$ cat src/rtl/wdog_pkg.sv
package wdog_pkg;

    localparam int NSRC = 3;

    typedef enum logic [1:0] {
        SRC_XTAL = 2'd0,
        SRC_SYS4 = 2'd1,
        SRC_RC   = 2'd2,
        SRC_NONE = 2'd3
    } wd_src_e;

    typedef enum logic {
        CLR_SINGLE = 1'b0,
        CLR_PAIRED = 1'b1
    } wd_clr_mode_e;

    typedef struct packed {
        logic fire;
        logic asleep;
    } wd_event_t;

    // A source whose tick is derived from the stopped instruction clock
    function automatic logic halts_in_sleep(input int idx);
        return idx == int'(SRC_SYS4);
    endfunction

endpackage

$ cat src/rtl/wdog_tick_mux.sv
module wdog_tick_mux
    import wdog_pkg::*;
(
    input  logic [NSRC-1:0] ticks,
    input  wd_src_e         src_sel,
    input  logic            sleep,
    output logic            tick_ok
);

    logic [NSRC-1:0] live;
    logic [3:0]      live_ext;

    generate
        for (genvar i = 0; i < NSRC; i++) begin : g_src
            if (halts_in_sleep(i)) begin : g_gated
                assign live[i] = ticks[i] & ~sleep;
            end else begin : g_free
                assign live[i] = ticks[i];
            end
        end
    endgenerate

    assign live_ext = {{(4-NSRC){1'b0}}, live};

    always_comb begin
        tick_ok = live_ext[src_sel];
    end

endmodule

$ cat src/rtl/wdog_clr_seq.sv
module wdog_clr_seq
    import wdog_pkg::*;
(
    input  logic         clk,
    input  logic         rst,
    input  wd_clr_mode_e mode,
    input  logic         clr_single,
    input  logic         clr_one,
    input  logic         clr_two,
    input  logic         halt,
    input  logic         ext_rst_n,
    output logic         clear
);

    logic half_one_q;
    logic half_two_q;
    logic sw_accept;

    always_comb begin
        if (mode == CLR_SINGLE) begin
            sw_accept = clr_single;
        end else begin
            sw_accept = (clr_one && (half_two_q || clr_two)) ||
                        (clr_two && half_one_q);
        end
        clear = sw_accept || halt || !ext_rst_n;
    end

    always_ff @(posedge clk) begin
        if (rst || clear) begin
            half_one_q <= 1'b0;
            half_two_q <= 1'b0;
        end else if (mode == CLR_PAIRED) begin
            if (clr_one) half_one_q <= 1'b1;
            if (clr_two) half_two_q <= 1'b1;
        end
    end

endmodule

$ cat src/rtl/wdog_counter.sv
module wdog_counter
    import wdog_pkg::*;
#(
    parameter int MIN_EXP = 8,
    parameter int SEL_W   = 3
) (
    input  logic             clk,
    input  logic             rst,
    input  logic             tick,
    input  logic             clear,
    input  logic             sleep,
    input  logic [SEL_W-1:0] sel,
    output logic             hit,
    output wd_event_t        evt
);

    localparam int CNT_W = MIN_EXP + (1 << SEL_W) - 1;

    logic [CNT_W-1:0] cnt_q;
    logic [CNT_W:0]   span;
    logic [CNT_W-1:0] last;

    always_comb begin
        span = (CNT_W+1)'(1) << (MIN_EXP + int'(sel));
        last = CNT_W'(span - 1'b1);
        hit  = tick && !clear && (cnt_q >= last);
    end

    always_ff @(posedge clk) begin
        if (rst) begin
            cnt_q      <= '0;
            evt.fire   <= 1'b0;
            evt.asleep <= 1'b0;
        end else begin
            evt.fire   <= hit;
            evt.asleep <= hit && sleep;
            if (clear || hit) begin
                cnt_q <= '0;
            end else if (tick) begin
                cnt_q <= cnt_q + 1'b1;
            end
        end
    end

endmodule

$ cat src/rtl/wdog_top.sv
module wdog_top
    import wdog_pkg::*;
#(
    parameter int MIN_EXP = 8,
    parameter int SEL_W   = 3,
    parameter int REG_W   = 8
) (
    input  logic             clk,
    input  logic             rst,
    input  logic [1:0]       src_sel,
    input  logic             pair_mode,
    input  logic             tick_xtal,
    input  logic             tick_sys4,
    input  logic             tick_rc,
    input  logic             sleep,
    input  logic             clr_single,
    input  logic             clr_one,
    input  logic             clr_two,
    input  logic             halt,
    input  logic             ext_rst_n,
    input  logic             flag_clr,
    input  logic             reg_we,
    input  logic [REG_W-1:0] reg_wdata,
    output logic [REG_W-1:0] reg_rdata,
    output logic             reset_req,
    output logic             wake_req,
    output logic             ptr_rst_req,
    output logic             to_flag
);

    localparam logic [REG_W-1:0] IMPL_MASK = REG_W'((1 << SEL_W) - 1);

    logic [REG_W-1:0] period_q;
    logic             tick_ok;
    logic             clear;
    logic             hit;
    wd_event_t        evt;

    always_ff @(posedge clk) begin
        if (rst) begin
            period_q <= IMPL_MASK;
        end else if (reg_we) begin
            period_q <= reg_wdata & IMPL_MASK;
        end
    end

    assign reg_rdata = period_q;

    wdog_tick_mux u_mux (
        .ticks   ({tick_rc, tick_sys4, tick_xtal}),
        .src_sel (wd_src_e'(src_sel)),
        .sleep   (sleep),
        .tick_ok (tick_ok)
    );

    wdog_clr_seq u_seq (
        .clk        (clk),
        .rst        (rst),
        .mode       (wd_clr_mode_e'(pair_mode)),
        .clr_single (clr_single),
        .clr_one    (clr_one),
        .clr_two    (clr_two),
        .halt       (halt),
        .ext_rst_n  (ext_rst_n),
        .clear      (clear)
    );

    wdog_counter #(
        .MIN_EXP (MIN_EXP),
        .SEL_W   (SEL_W)
    ) u_cnt (
        .clk   (clk),
        .rst   (rst),
        .tick  (tick_ok),
        .clear (clear),
        .sleep (sleep),
        .sel   (period_q[SEL_W-1:0]),
        .hit   (hit),
        .evt   (evt)
    );

    always_ff @(posedge clk) begin
        if (rst) begin
            to_flag <= 1'b0;
        end else if (hit) begin
            to_flag <= 1'b1;
        end else if (flag_clr) begin
            to_flag <= 1'b0;
        end
    end

    assign reset_req   = evt.fire && !evt.asleep;
    assign wake_req    = evt.fire &&  evt.asleep;
    assign ptr_rst_req = evt.asleep;

endmodule

$ cat config.mk
export PLATFORM = sky130hd
export DESIGN_NAME = wdog_top
export DESIGN_NICKNAME = d
export VERILOG_FILES = /design/src/rtl/wdog_pkg.sv /design/src/rtl/wdog_tick_mux.sv /design/src/rtl/wdog_clr_seq.sv /design/src/rtl/wdog_counter.sv /design/src/rtl/wdog_top.sv
export SDC_FILE = /design/constraint.sdc
export NUM_CORES = 1
export LEC_CHECK = 0
export BUFFER_PORTS_ARGS = -buffer_cell sky130_fd_sc_hd__buf_2
export CAP_MARGIN = 25
export CORE_ASPECT_RATIO = 0.75
export CORE_MARGIN = 8
export CORE_UTILIZATION = 50
export DETAILED_ROUTE_END_ITERATION = 8
export GPL_TIMING_DRIVEN = 1
export HOLD_SLACK_MARGIN = 0.06
export PLACE_DENSITY_LB_ADDON = 0.12
export SYNTH_ARGS = -nofsm -noshare
export SYNTH_HDL_FRONTEND = slang
export SYNTH_SLANG_ARGS = --single-unit
$ cat constraint.sdc
create_clock -name clk -period 5.73 [get_ports clk]
set_input_delay 0.8595 -clock clk [delete_from_list [all_inputs] [get_ports clk]]
set_output_delay 0.8595 -clock clk [all_outputs]
set_load 0.1 [all_outputs]
==> flow_summary.yaml <==
sta:
  maxSlewViolCount: 0
  fin_tns_setup_ns: 0
  rsz0062_at_grt: "false"
  hold_violations: 0
  setup-violations-final: 0
  fin_crit_ns: 2.97
  setup_ws_ns: 2.76
  fmax_mhz: 336
  fin_crit_sh_pct: 51.9
  finClkSkew_ns: 0.00156
setup_path:
  criticalPathCategory: "flop to flop"
  critPathTopFamily: "simple AND/OR/NAND/NOR gates"
  timing.rr.start: "reg_rdata[2]"
  cp-end-kind: "flop"
  regToRegSetupSlack_ns: 2.76
  worstPathMaxFanout: 11
  worst-path-buf-inv: 0
  worstSetupStartpointType: "flop"
  slowest_stage: "or4b_4"
  critPathMaxStageDelay_ns: 0.51
  path_cells: "or3_1 -> ha_1 -> xor2_1 -> ha_1 -> nand4_1 -> or4b_4 -> o211ai_4 -> a21o_4 -> a21oi_1"
  worst-path-stages: 9
  worst_ep_arrival_time_ns: 3.12
  critPathLaunch: "reg_rdata[2]"
  worstPathRequired_ns: 5.88
  reg2reg_depth: 9
  crit_top_cell: "ha_1"
  crit_end: "u_cnt.cnt_q[14]"
  r2r_end: "u_cnt.cnt_q[14]"
route:
  drc: 0
  post_drt_wl_per_cell_microns: 13.3
  vias_per_cell: 5.49
  drt-initial-drc-count: 77
  ant_nets: 0
  dr.pass1.iters: 4
  vias: 1252
  wl_microns: 3040
layout:
  syn2layout_area_growth_pct: 11.5
  multi_input_comb_area_sq_um: 901
  layout-drive-gt1-share_pct: 26.8
  antenna_cells: 0
  final_nets: 224
  seq_area_sq_um: 460
  fillCellCount: 269
yosys:
  synth_cell_types: 48
  synth_area_sq_um: 1450
  syn_inst: 167
  async_reset_ff_share_pct: 0
  ys.flop_type: "dfxtp_1"
  yosysTopAreaCellShare_pct: 31.8
  synth.avg_cell_area_sq_um: 8.66
  synthMostInstantiatedCell: "dfxtp_1"
  synthTopCellsByArea: "dfxtp_1, ha_1, xnor2_1"
  netlist_top_cells_count: "dfxtp_1, nand2_1, a21oi_1, nor4_1"
  yosys.area.top_type: "dfxtp_1"
  yosysSeqAreaShare_pct: 31.8
  yosysWarnings: 0
  yosys_register_bits: 23
  synth-edff-count: 0
power_and_ir_drop:
  p_clk_share_pct: 31.5
  sequentialPowerShare_pct: 50.8
  power_density_nw_per_um2: 200
  irDropWorstVdd_v: 0.000108
  comb_power_share_pct: 17.7
  internal_power_uw: 226
  p_sw_uw: 97.2
  switching_share_pct: 30.1
  power_leakage_uw: 0.000627
floorplan:
  coreArea_sq_um: 2850
  start_util_pct: 50.7
  io_pins: 36
  die-width_microns: 78.1
  die_y_microns: 62.6
  floorplan.die_area_sq_um: 4890
  rows: 17
cts:
  cts_resized: 0
  cts_root_buffer: "clkbuf_8"
  htreeDepth: 1
  cts_tree: "done"
  ctsHoldBuffers: 0
  cts.clk_slew.worst_paths_ns: 0.08
  cts_inserted_buffers: 3
  clk_latency_ns: 0.26
  post_cts_buffers: 0
  cts_buffer_depth: 2
  cts_sinks: 23
global_route:
  grt_busiest_layer: "met2"
  grt_use_total_pct: 12.8
  grtUsageMet1_pct: 14.8
  grt_pass1_wl_microns: 5310
  grtUsageMet2_pct: 22.2
  grt_overflow: 0
  use_met3_pct: 4.02
  grt_pass1_vias: 1237
  antenna_found_initial: 0
  grt_max_degree: 15
min_path:
  hp-class: "flop to flop"
place:
  io_buffers: 25
  place.gp.congestion: 0.721
  place_ws_ns: 2.82
  dp_hpwl_microns: 2330
outcome:
  status: "complete, no violations"
job:
  maxCapViolations: 0
area by class of cell:
class | count | share of cell area (%)
Inverter | 5 | 1.16
Tap cell | 38 | 2.95
Multi-Input combinational cell | 131 | 55.9
Sequential cell | 23 | 28.5
Clock buffer | 4 | 2.79
Timing Repair Buffer | 27 | 8.69
power groups by stage:
stage / clock network [uW] / registers, uW / logic (uW)
final: 102 / 164 / 57.2
after global routing: 110 / 164 / 62.0
after CTS: 106 / 164 / 57.2
after detailed placement: 0 / 168 / 56.8
after global placement: 0 / 168 / 55.3
after floorplan: 0 / 177 / 37.7
worst register-to-register path, stage by stage (launching register included):
cell and delay, ns:
dfxtp_1 0.38, or3_1 0.42, ha_1 0.29, xor2_1 0.21, ha_1 0.34, nand4_1 0.11, or4b_4 0.51, o211ai_4 0.25
a21o_4 0.28, a21oi_1 0.07
metrics by stage:
step	hold slack, ns	util (%)	cell area (sq um)	std cells	power [uW]
2_1_floorplan	0.432	-	1460	171	215
3_3_place_gp	0.430	55.0	1570	224	223
3_5_place_dp	0.435	55.0	1570	224	225
4_1_cts	0.455	56.6	1610	228	327
5_1_grt	0.467	56.6	1610	228	336
6_report	0.449	56.6	1610	228	323
cells by family (layout without fill, tap and decap cells):
family	Yosys count	in the layout	synth area share [%]
compound gates	28	28	14.4
xor+xnor	12	12	7.27
fa+ha+maj	9	9	7.79
buf+inv	17	36	6.92
flops	23	23	31.8
mux	2	2	1.38
other cells	1	5	0.259
simple gates	75	75	30.2
flip-flops by register name, summed over array words and instances (netlist names):
register,flops
u_seq.half_one_q,1
u_seq.half_two_q,1
to_flag,1
u_cnt.evt,2
u_cnt.cnt_q,15
reg_rdata,3
worst min-delay path by stage:
stage                startpoint               end  slack, ns  cells past startpoint
2_1_floorplan  u_seq.half_one_q  u_seq.half_one_q       0.43                      2
3_5_place_dp            to_flag           to_flag       0.43                      1
6_report                to_flag           to_flag       0.45                      1
5_1_grt                 to_flag           to_flag       0.47                      1
3_3_place_gp            to_flag           to_flag       0.43                      1
4_1_cts                 to_flag           to_flag       0.45                      1
metal layers:
layer / vias up / routed length [microns]
met5: - / 0
met4: 0 / 18
met3: 2 / 149
met2: 26 / 1460
met1: 585 / 1420
li1: 639 / -
cell usage in the layout, fill, tap and decap left out, drive strengths merged:
cell type | synthesis | layout
xor2 | 2 | 2
mux2i | 2 | 2
nor3 | 2 | 2
o21a | 2 | 2
dfxtp | 23 | 23
conb | 1 | 5
ha | 9 | 9
or2b | 1 | 1
nand2 | 16 | 16
a211o | 1 | 1
o21ai | 1 | 1
a21boi | 1 | 1
a31oi | 1 | 1
buf | 9 | 27
and2 | 1 | 1
a21oi | 11 | 11
nand3 | 6 | 6
a311oi | 1 | 1
a211oi | 1 | 1
o31ai | 1 | 1
nand4 | 5 | 5
or2 | 1 | 1
nor2 | 19 | 19
o211ai | 3 | 3
nor2b | 2 | 2
and4 | 2 | 2
a21o | 4 | 4
nor4 | 11 | 11
or4 | 2 | 2
inv | 5 | 5
or3 | 3 | 3
nor4b | 2 | 2
or4b | 2 | 2
clkbuf | 3 | 4
xnor2 | 10 | 10
o211a | 1 | 1
Note: power is estimated with default switching activity, not from simulation.
